<file path="src/rtl/pfg_pkg.sv">
package pfg_pkg;
  localparam int unsigned ADDR_W    = 48;
  localparam int unsigned QUANTA_W  = 16;
  localparam int unsigned CRC_W     = 32;
  localparam int unsigned CRC_BYTES = CRC_W / 8;
  localparam int unsigned HDR_BYTES = 2 * (ADDR_W / 8) + 6;

  localparam logic [ADDR_W-1:0] PAUSE_DA     = 48'h0180_C200_0001;
  localparam logic [15:0]       MAC_CTL_TYPE = 16'h8808;
  localparam logic [15:0]       PAUSE_OPCODE = 16'h0001;
  localparam logic [CRC_W-1:0]  CRC_POLY     = 32'hEDB8_8320;

  typedef struct packed {
    logic [ADDR_W-1:0]   sa;
    logic [QUANTA_W-1:0] quanta;
  } pause_fields_t;

  function automatic logic [CRC_W-1:0] crc32_byte(logic [CRC_W-1:0] c, logic [7:0] d);
    logic [CRC_W-1:0] r;
    r = c ^ {24'h0, d};
    for (int b = 0; b < 8; b++)
      r = r[0] ? ((r >> 1) ^ CRC_POLY) : (r >> 1);
    return r;
  endfunction
endpackage

</file>
<file path="src/rtl/pfg_seq.sv">
module pfg_seq #(
  parameter int unsigned FRAME_BYTES = 64,
  localparam int unsigned IDX_W = $clog2(FRAME_BYTES)
) (
  input  logic             clk_i,
  input  logic             rst_ni,
  input  logic             start_i,
  input  logic             ready_i,
  output logic             active_o,
  output logic             load_o,
  output logic             accept_o,
  output logic [IDX_W-1:0] idx_o,
  output logic             first_o,
  output logic             last_o
);
  localparam logic [IDX_W-1:0] LAST_IDX = IDX_W'(FRAME_BYTES - 1);

  logic             active_q;
  logic [IDX_W-1:0] idx_q;

  assign load_o   = start_i & ~active_q;
  assign accept_o = active_q & ready_i;

  always_ff @(posedge clk_i or negedge rst_ni) begin
    if (!rst_ni) begin
      active_q <= 1'b0;
      idx_q    <= '0;
    end else if (load_o) begin
      active_q <= 1'b1;
      idx_q    <= '0;
    end else if (accept_o) begin
      if (idx_q == LAST_IDX) begin
        active_q <= 1'b0;
        idx_q    <= '0;
      end else begin
        idx_q <= idx_q + 1'b1;
      end
    end
  end

  assign active_o = active_q;
  assign idx_o    = idx_q;
  assign first_o  = active_q & (idx_q == '0);
  assign last_o   = active_q & (idx_q == LAST_IDX);
endmodule

</file>
<file path="src/rtl/pfg_field_mux.sv">
module pfg_field_mux
  import pfg_pkg::*;
#(
  parameter int unsigned IDX_W = 6
) (
  input  pause_fields_t    fields_i,
  input  logic [IDX_W-1:0] idx_i,
  output logic [7:0]       byte_o
);
  localparam int unsigned AB    = ADDR_W / 8;
  localparam int unsigned SEL_W = $clog2(HDR_BYTES);

  logic [7:0] hdr [HDR_BYTES];

  for (genvar g = 0; g < AB; g++) begin : g_addr
    assign hdr[g]      = PAUSE_DA[8*(AB-1-g) +: 8];
    assign hdr[AB + g] = fields_i.sa[8*(AB-1-g) +: 8];
  end
  assign hdr[2*AB]     = MAC_CTL_TYPE[15:8];
  assign hdr[2*AB + 1] = MAC_CTL_TYPE[7:0];
  assign hdr[2*AB + 2] = PAUSE_OPCODE[15:8];
  assign hdr[2*AB + 3] = PAUSE_OPCODE[7:0];
  assign hdr[2*AB + 4] = fields_i.quanta[15:8];
  assign hdr[2*AB + 5] = fields_i.quanta[7:0];

  always_comb begin
    byte_o = 8'h00;
    if (idx_i < IDX_W'(HDR_BYTES)) byte_o = hdr[idx_i[SEL_W-1:0]];
  end
endmodule

</file>
<file path="src/rtl/pfg_crc32.sv">
module pfg_crc32
  import pfg_pkg::*;
(
  input  logic             clk_i,
  input  logic             rst_ni,
  input  logic             clear_i,
  input  logic             update_i,
  input  logic [7:0]       data_i,
  input  logic [1:0]       sel_i,
  output logic [7:0]       byte_o
);
  logic [CRC_W-1:0] crc_q;
  logic [CRC_W-1:0] fin;
  logic [7:0]       fin_b [CRC_BYTES];

  always_ff @(posedge clk_i or negedge rst_ni) begin
    if (!rst_ni)       crc_q <= '1;
    else if (clear_i)  crc_q <= '1;
    else if (update_i) crc_q <= crc32_byte(crc_q, data_i);
  end

  assign fin = ~crc_q;
  for (genvar g = 0; g < CRC_BYTES; g++) begin : g_fin
    assign fin_b[g] = fin[8*g +: 8];
  end
  assign byte_o = fin_b[sel_i];
endmodule

</file>
<file path="src/rtl/pause_frame_gen.sv">
module pause_frame_gen
  import pfg_pkg::*;
#(
  parameter int unsigned FRAME_BYTES = 64
) (
  input  logic              clk_i,
  input  logic              rst_ni,
  input  logic              start_i,
  input  logic [ADDR_W-1:0] src_addr_i,
  input  logic [15:0]       quanta_i,
  input  logic              ready_i,
  output logic [7:0]        data_o,
  output logic              valid_o,
  output logic              first_o,
  output logic              last_o
);
  localparam int unsigned IDX_W      = $clog2(FRAME_BYTES);
  localparam int unsigned BODY_BYTES = FRAME_BYTES - CRC_BYTES;

  logic             active, load, accept;
  logic [IDX_W-1:0] idx, crc_sel;
  logic             in_body;
  logic [7:0]       body_byte, crc_byte;
  pause_fields_t    fields_q;

  pfg_seq #(.FRAME_BYTES(FRAME_BYTES)) i_seq (
    .clk_i, .rst_ni, .start_i, .ready_i,
    .active_o(active), .load_o(load), .accept_o(accept),
    .idx_o(idx), .first_o, .last_o
  );

  always_ff @(posedge clk_i or negedge rst_ni) begin
    if (!rst_ni)   fields_q <= '0;
    else if (load) fields_q <= '{sa: src_addr_i, quanta: quanta_i};
  end

  pfg_field_mux #(.IDX_W(IDX_W)) i_mux (
    .fields_i(fields_q), .idx_i(idx), .byte_o(body_byte)
  );

  assign in_body = idx < IDX_W'(BODY_BYTES);
  assign crc_sel = idx - IDX_W'(BODY_BYTES);

  pfg_crc32 i_crc (
    .clk_i, .rst_ni,
    .clear_i(load), .update_i(accept & in_body),
    .data_i(body_byte), .sel_i(crc_sel[1:0]), .byte_o(crc_byte)
  );

  assign valid_o = active;
  assign data_o  = in_body ? body_byte : crc_byte;
endmodule

</file>
<file path="config.mk">
export PLATFORM = sky130hd
export DESIGN_NAME = pause_frame_gen
export DESIGN_NICKNAME = d
export VERILOG_FILES = /design/src/rtl/pfg_pkg.sv /design/src/rtl/pfg_seq.sv /design/src/rtl/pfg_field_mux.sv /design/src/rtl/pfg_crc32.sv /design/src/rtl/pause_frame_gen.sv
export SDC_FILE = /design/constraint.sdc
export NUM_CORES = 1
export LEC_CHECK = 0
export ABC_AREA = 1
export BUFFER_PORTS_ARGS = -buffer_cell sky130_fd_sc_hd__buf_2
export CAP_MARGIN = 0
export CORE_ASPECT_RATIO = 1.2
export CORE_MARGIN = 1.5
export CORE_UTILIZATION = 60
export DETAILED_ROUTE_END_ITERATION = 10
export PLACE_DENSITY = 0.82
export SYNTH_ARGS = -nofsm -noshare
export SYNTH_HDL_FRONTEND = slang
export SYNTH_SLANG_ARGS = --single-unit
</file>
<file path="constraint.sdc">
create_clock -name clk_i -period 4.4 [get_ports clk_i]
set_clock_uncertainty 0.05 [all_clocks]
set_input_delay 0.44 -clock clk_i [delete_from_list [all_inputs] [get_ports clk_i]]
set_output_delay 0.44 -clock clk_i [all_outputs]
set_load 0.03 [all_outputs]
</file>
==> results of run 1 <==
==> kinds of logic (layout without fill, tap and decap cells) <==
logic type,after synthesis,count (layout),share of synthesized area [%]
buffers and inverters,131,198,8.53
AND/OR/NAND/NOR,510,510,34.3
flip-flops,103,103,41.7
adder cells (fa/ha/maj),3,3,0.598
XOR/XNOR,33,33,4.72
AO/OA/AOI/OAI,119,119,10.2
==> Yosys cell counts (all sizes together), types with 3 or more instances <==
library cell	count
a21oi	30
buf	20
clkbuf	14
dfrtp	71
dfstp	32
ha	3
inv	96
nand2	396
nand3	72
nand3b	3
nor2	35
nor3	3
o211ai	4
o21ai	67
o22ai	17
xnor2	4
xor2	29
==> path summary, 6_finish.rpt <==
check,slack [ns],endpoint,start
setup / recovery,1.47,data_o[7],i_seq.idx_o[0]
hold / removal,0.19,fields_q[8],rst_ni
setup reg to reg,1.51,i_crc.crc_q[29],i_seq.idx_o[0]
hold reg to reg,0.42,i_crc.crc_q[19],i_crc.crc_q[19]
max in group asynchronous,3.18,fields_q[57],rst_ni
min in group clk_i,0.22,fields_q[46],src_addr_i[30]
==> sequential cells by signal (all words and copies together) (netlist names) <==
| register | cells |
|---|---|
| fields_q | 64 |
| i_seq.active_o | 1 |
| i_seq.idx_o | 6 |
| i_crc.crc_q | 32 |
==> per-stage QoR <==
stage | worst slack, ns | hold WS (ns)
CTS | 1.47 | 0.214
global placement | 1.60 | 0.409
finish | 1.47 | 0.190
floorplan | 1.65 | 0.0944
global route | 1.21 | 0.222
detailed placement | 1.55 | 0.407
==> routing by layer <==
metal	up-vias	share of wire [%]	wire length [um]	track usage, %
met1	2685	41	6720	40.2
met3	53	6.2	1020	5.29
met4	0	4.3	703	16.1
met2	243	48	7880	52.2
li1	2944	-	-	-
met5	-	0	0	0
==> worst register-to-register path, stage by stage (launching register included) <==
cell and delay, ns:
dfrtp_1 0.39, inv_2 0.57, ha_1 0.28, nand3_1 0.10, nand2_1 0.08, nor2_1 0.04, nand2_1 0.06, nand2_1 0.07
nand2_2 0.10, nand3_1 0.13, nand2_4 0.20, nand2_1 0.09, nand2_2 0.12, xor2_1 0.30, nand2_1 0.09, nand3_1 0.08
o21ai_1 0.07
==> layout make-up <==
cell class              count  area, um^2
fillers                   884        3110
flip-flops and latches    103        2620
clock inverters             7        62.6
repair buffers             85         445
multi-input cells         665        3130
clock buffers               9         225
well taps                 126         158
inverters                  97         364
==> power by group <==
part / internal (mW) / switching, mW
Sequential: 1.31 / 0.216
Clock: 0.398 / 0.393
Combinational: 1.24 / 2.56
Total: 2.95 / 3.17
==> impl_metrics.toml, run 1 <==
[outcome]
outcome = "finished clean"

[critical_path]
crit_path_end_kind = "output pin"
crit_top_cell = "nand2_1"
cp_top_family = "buffers and inverters"
cp_slowest_stage_delay_ns = 0.57
path_class = "reg2out"
critPathArrivalTime_ns = 2.44
cp_num_buf_inv = 2
worstPathRequired_ns = 3.91
critPathSlowestCell = "inv_2"
worst-path-stages = 11
crit_path_start_kind = "register"
cp_cell_sequence = "inv_2 -> ha_1 -> nand2_1 -> nand2_1 -> nand2_1 -> nand3_1 -> nand2_1 -> nand2_1 -> nand2_1 -> nand2_1 -> buf_2"
reg2reg_depth = 16
crit_fanout = 48

[synth]
ys.flop_type = "dfrtp_1"
synth_top_area_cell = "dfrtp_1"
synth_cell_types = 32
synth.area.top_cells = "dfrtp_1, nand2_1, dfstp_2, nand3_1, inv_1"
syn-cell-area_um2 = 6280
synth-seq-cells = 103
synth_seq_area_share_pct = 41.7
avgSynthCellArea_um2 = 6.98
netlist.area_leader.share_pct = 28.3
ys_warn_count = 0
async_flop_share_pct = 100
syn_inst = 899
synth_edf_count = 0
synth.net_count = 970

[worst_hold_path]
hold_path_class = "in2async"

[drt]
drt-initial-drc-count = 365
ant_nets = 0
dr.pass1.iters = 5
drt_wl_total_um = 16300
post-route-drc-count = 0
wl_per_cell_um = 14.9
viasPerCell = 5.43
vias = 5925

[clocking]
cts_tree = "yes"
worstSkewPairLatency_ns = 0.35
cts_buffers = 9
cts_setup_buffers = 0
clock_path_buffers = 2
htree_levels = 3
ctsResizeCount = 0
cts.sinks = 103
root_buffer = "clkbuf_16"
clk_pin_slew_ns = 0.07
hold_buffers = 0

[global_routing]
grt_max_degree = 93
grt_pass1_wl_um = 26900
overflow = 0
grt_pass1_vias = 5682
antenna_found_initial = 0
track_usage_pct = 31.8

[sta]
max_freq_mhz = 342
maxSlewViolCount = 0
setup_tns_ns = 0
tightestPinTransition_ns = 0.940
hold_violations = 0
period_minus_slack_ns = 2.93
rsz0062_at_grt = "false"
relSlewSlack_pct = 37.3
setup_viol = 0
finalCritPeriodShare_pct = 66.5

[floorplanning]
dieWidth_um = 96.4
pin_count = 79
row_count = 40
initial_core_util_pct = 62.1
die_height_um = 115
fp.dieArea_um2 = 11100
coreArea_um2 = 10100

[final_layout]
finalInstanceArea_um2 = 7000
final_common_cell = "nand2_1"
final_cell_mix = "nand2_1, inv_1, buf_2, nand3_1, dfrtp_1"
areaGrowthSynthToFinish_pct = 11.5
diodes = 0
layout.nets = 1032
fin_cells = 1092
drive_gt1_share_pct = 18.9
post-route-util_pct = 69.2

[placement]
dpl_cell_area_um2 = 6710
gp_congestion = 0.942
place_inst = 1076
dp_hpwl_um = 11500
place.port_buffers = 78

[pwr]
peakVddDrop_uv = 340
power_mw = 6.12
power.density_nw_per_um2 = 874
leakage_nw = 3.79

[flow_run]
maxCapViolCount = 0
Note: power is estimated with default switching activity, not from simulation.
==> run 2: changes to the inputs <==
--- a/config.mk
+++ b/config.mk
@@ -5,14 +5,14 @@
 export SDC_FILE = /design/constraint.sdc
 export NUM_CORES = 1
 export LEC_CHECK = 0
-export ABC_AREA = 1
+export ABC_AREA = 0
 export BUFFER_PORTS_ARGS = -buffer_cell sky130_fd_sc_hd__buf_2
 export CAP_MARGIN = 0
 export CORE_ASPECT_RATIO = 1.2
 export CORE_MARGIN = 1.5
-export CORE_UTILIZATION = 60
+export CORE_UTILIZATION = 52
 export DETAILED_ROUTE_END_ITERATION = 10
-export PLACE_DENSITY = 0.82
+export PLACE_DENSITY = 0.76
 export SYNTH_ARGS = -nofsm -noshare
 export SYNTH_HDL_FRONTEND = slang
 export SYNTH_SLANG_ARGS = --single-unit
==> constraint.sdc (replaced) <==
create_clock -name clk_i -period 2.4 [get_ports clk_i]
set_clock_uncertainty 0.05 [all_clocks]
set_input_delay 0.24 -clock clk_i [delete_from_list [all_inputs] [get_ports clk_i]]
set_output_delay 0.24 -clock clk_i [all_outputs]
set_load 0.03 [all_outputs]
==> run 2 against run 1 <==
  * The run now ends with design-rule violations, negative setup slack left
  * Cell count decreased by 31%
  * Worst hold slack got worse by 0.12 ns
  * Critical path depth decreased by 2
  * Non-clock buffer count increased by 93
  * Register-to-register slack got worse by 2.1 ns
  * Global-route usage decreased by 3.6 points
  * Clock-buffer cell count increased by 1
  * Synthesized cell count decreased by 48%
  * Sequential share of layout area decreased by 5.1 points
  * Critical path type is now reg2reg
  * Largest cell class unchanged
==> impl_metrics.toml, run 2 <==
[sta]
period_minus_slack_ns = 2.98
setup_tns_ns = -12.35
finalCritPeriodShare_pct = 124
hold_violations = 0
relSlewSlack_pct = 58.4
maxSlewViolCount = 0
setup_slack_ns = -0.580
max_freq_mhz = 336
tightestPinTransition_ns = 0.617
setup_viol = 37
rsz0062_at_grt = "true"

[critical_path]
worstPathRequired_ns = 2.60
crit_fanout = 4
crit_path_start_kind = "register"
cp_slowest_stage_delay_ns = 0.54
path_class = "reg2reg"
critPathSlowestCell = "or4b_4"
crit_path_end_kind = "register"
critPathArrivalTime_ns = 3.18
worstSetupStartpoint = "i_seq.idx_o[1]"
r2r_start = "i_seq.idx_o[1]"
regToRegSetupSlack_ns = -0.58
cp_cell_sequence = "or4b_4 -> o21a_4 -> a22o_4 -> a211oi_4 -> buf_12 -> xnor2_4 -> xnor3_2 -> xnor2_1 -> a21oi_1"

[synth]
ys.flop_type = "dfrtp_1"
synth-seq-cells = 103
synth_top_area_cell = "dfrtp_1"
avgSynthCellArea_um2 = 12.2
synthTopCellsByCount = "dfrtp_1, mux2_2, xnor2_1"
ys_warn_count = 0
yosysMostFrequentCell = "dfrtp_1"
synth.net_count = 539
synth_seq_area_share_pct = 45.7
synth.area.top_cells = "dfrtp_1, dfstp_2, mux2_2, mux4_2, xnor2_1"
syn-cell-area_um2 = 5730
netlist.area_leader.share_pct = 31.0
syn_inst = 468
synth_edf_count = 0
async_flop_share_pct = 100
synth_cell_types = 65

[clocking]
htree_levels = 3
cts_buffers = 9
worstSkewPairLatency_ns = 0.35
clock_path_buffers = 2
clk_pin_slew_ns = 0.07
cts_tree = "yes"
root_buffer = "clkbuf_16"
cts.sinks = 103

[global_routing]
antenna_found_initial = 0
grt_max_degree = 56
track_usage_pct = 28.2
overflow = 0
grt_pass1_vias = 4818
grt_pass1_wl_um = 25000

[drt]
viasPerCell = 6.08
wl_per_cell_um = 22.2
drt-initial-drc-count = 311
vias = 4608
dr.pass1.iters = 8
ant_nets = 0
drt_wl_total_um = 16800
post-route-drc-count = 3

[placement]
place.port_buffers = 78
pre_cts_slack_ns = -0.570
dp_hpwl_um = 10400
gp_congestion = 0.922

[outcome]
violations = "design-rule violations, negative setup slack"
outcome = "finished with violations"

[flow_run]
maxCapViolCount = 0

[final_layout]
multi_input_area_um2 = 3570
ff_latch_area_um2 = 2620
largest_reg_flops = 64
post-route-util_pct = 76.3
layout.nets = 696
drive_gt1_share_pct = 62.5
final_cell_mix = "dfrtp_1, buf_2, buf_4, mux2_2"
diodes = 0
final.fill_count = 612
areaGrowthSynthToFinish_pct = 41.4
regMostFlops = "fields_q"

[floorplanning]
pin_count = 79
initial_core_util_pct = 54.0
fp.dieArea_um2 = 11700
die_height_um = 118
row_count = 41
coreArea_um2 = 10600
dieWidth_um = 98.8

[worst_hold_path]
hold_path_class = "in2reg"
hp-start = "src_addr_i[9]"
[run 2: cell count changes in the layout (fill, tap and decap cells not counted), moves of 18 or more]
cell / delta
inv_1: -80
buf_6: +32
nor2_1: -20
nor3_1: +23
nand2_1: -357
nand2_2: -19
mux2_2: +65
xor2_1: -20
o21ai_0: -50
nand3_1: -72
xnor2_1: +18
buf_4: +58
[run 2: final cells by class]
class / count / share of cell area (%)
clock buffers: 10 / 2.82
clock inverters: 5 / 1.02
inverters: 6 / 0.401
multi-input cells: 327 / 44.1
flip-flops and latches: 103 / 32.3
well taps: 129 / 1.99
repair buffers: 178 / 17.3
[run 2: final timing paths]
| path | to | cells past startpoint |
|---|---|---|
| max | i_crc.crc_q[21] | 9 |
| min | fields_q[25] | 2 |
| max reg2reg | i_crc.crc_q[21] | 9 |
| min reg2reg | fields_q[24] | 1 |
| max in group asynchronous | i_crc.crc_q[4] | 3 |
| min in group asynchronous | fields_q[57] | 2 |
[run 2: timing repair]
action                                  4_1_cts  5_1_grt
hold buffers                                  1        0
endpoints found under the hold margin        48        0
pin swaps                                    33       17
endpoints found under the setup margin       40       40
setup buffers                                26        9
resized for setup                            82       46
[run 2: kinds of logic (layout without fill, tap and decap cells)]
family / count (synthesis) / in the layout / synth area share [%]
compound gates: 90 / 90 / 10.6
buf+inv: 38 / 199 / 2.95
xor+xnor: 65 / 65 / 12.0
mux: 97 / 97 / 21.7
simple gates: 72 / 72 / 6.46
fa+ha+maj: 3 / 3 / 0.655
flops: 103 / 103 / 45.7
[run 2: metrics by stage]
stage                     hold WS, ns  cell area [um^2]  instances
final                          0.0662              8110        758
after global routing           0.0588              8110        758
after CTS                      0.0617              7820        754
after detailed placement        0.238              6900        715
after global placement          0.228              6900        715
after floorplan                -0.106              5890        468
[run 2: metal layers]
metal | part of all wire, % | track usage [%] | wire length [um] | vias to the layer above
met5 | 0 | 0 | 0 | -
met3 | 5.2 | 5.17 | 879 | 63
li1 | - | - | - | 2016
met2 | 53 | 48.9 | 8970 | 204
met1 | 36 | 32.8 | 6080 | 2325
met4 | 5.2 | 15.0 | 880 | 0
[run 2: worst max-delay path, delay by kind of cell, from the launching register on]
family                    cells  cell delay [ns]
xor gates and xnor gates      3             0.78
DFF                           1             0.43
AOI/OAI and AO/OA             4             0.94
buffers and inverters         1             0.15
and+or+nand+nor               1             0.54
Power of run 2 is not shown: default switching activity piles up to over one toggle a cycle in this logic, so the estimate is an artifact.
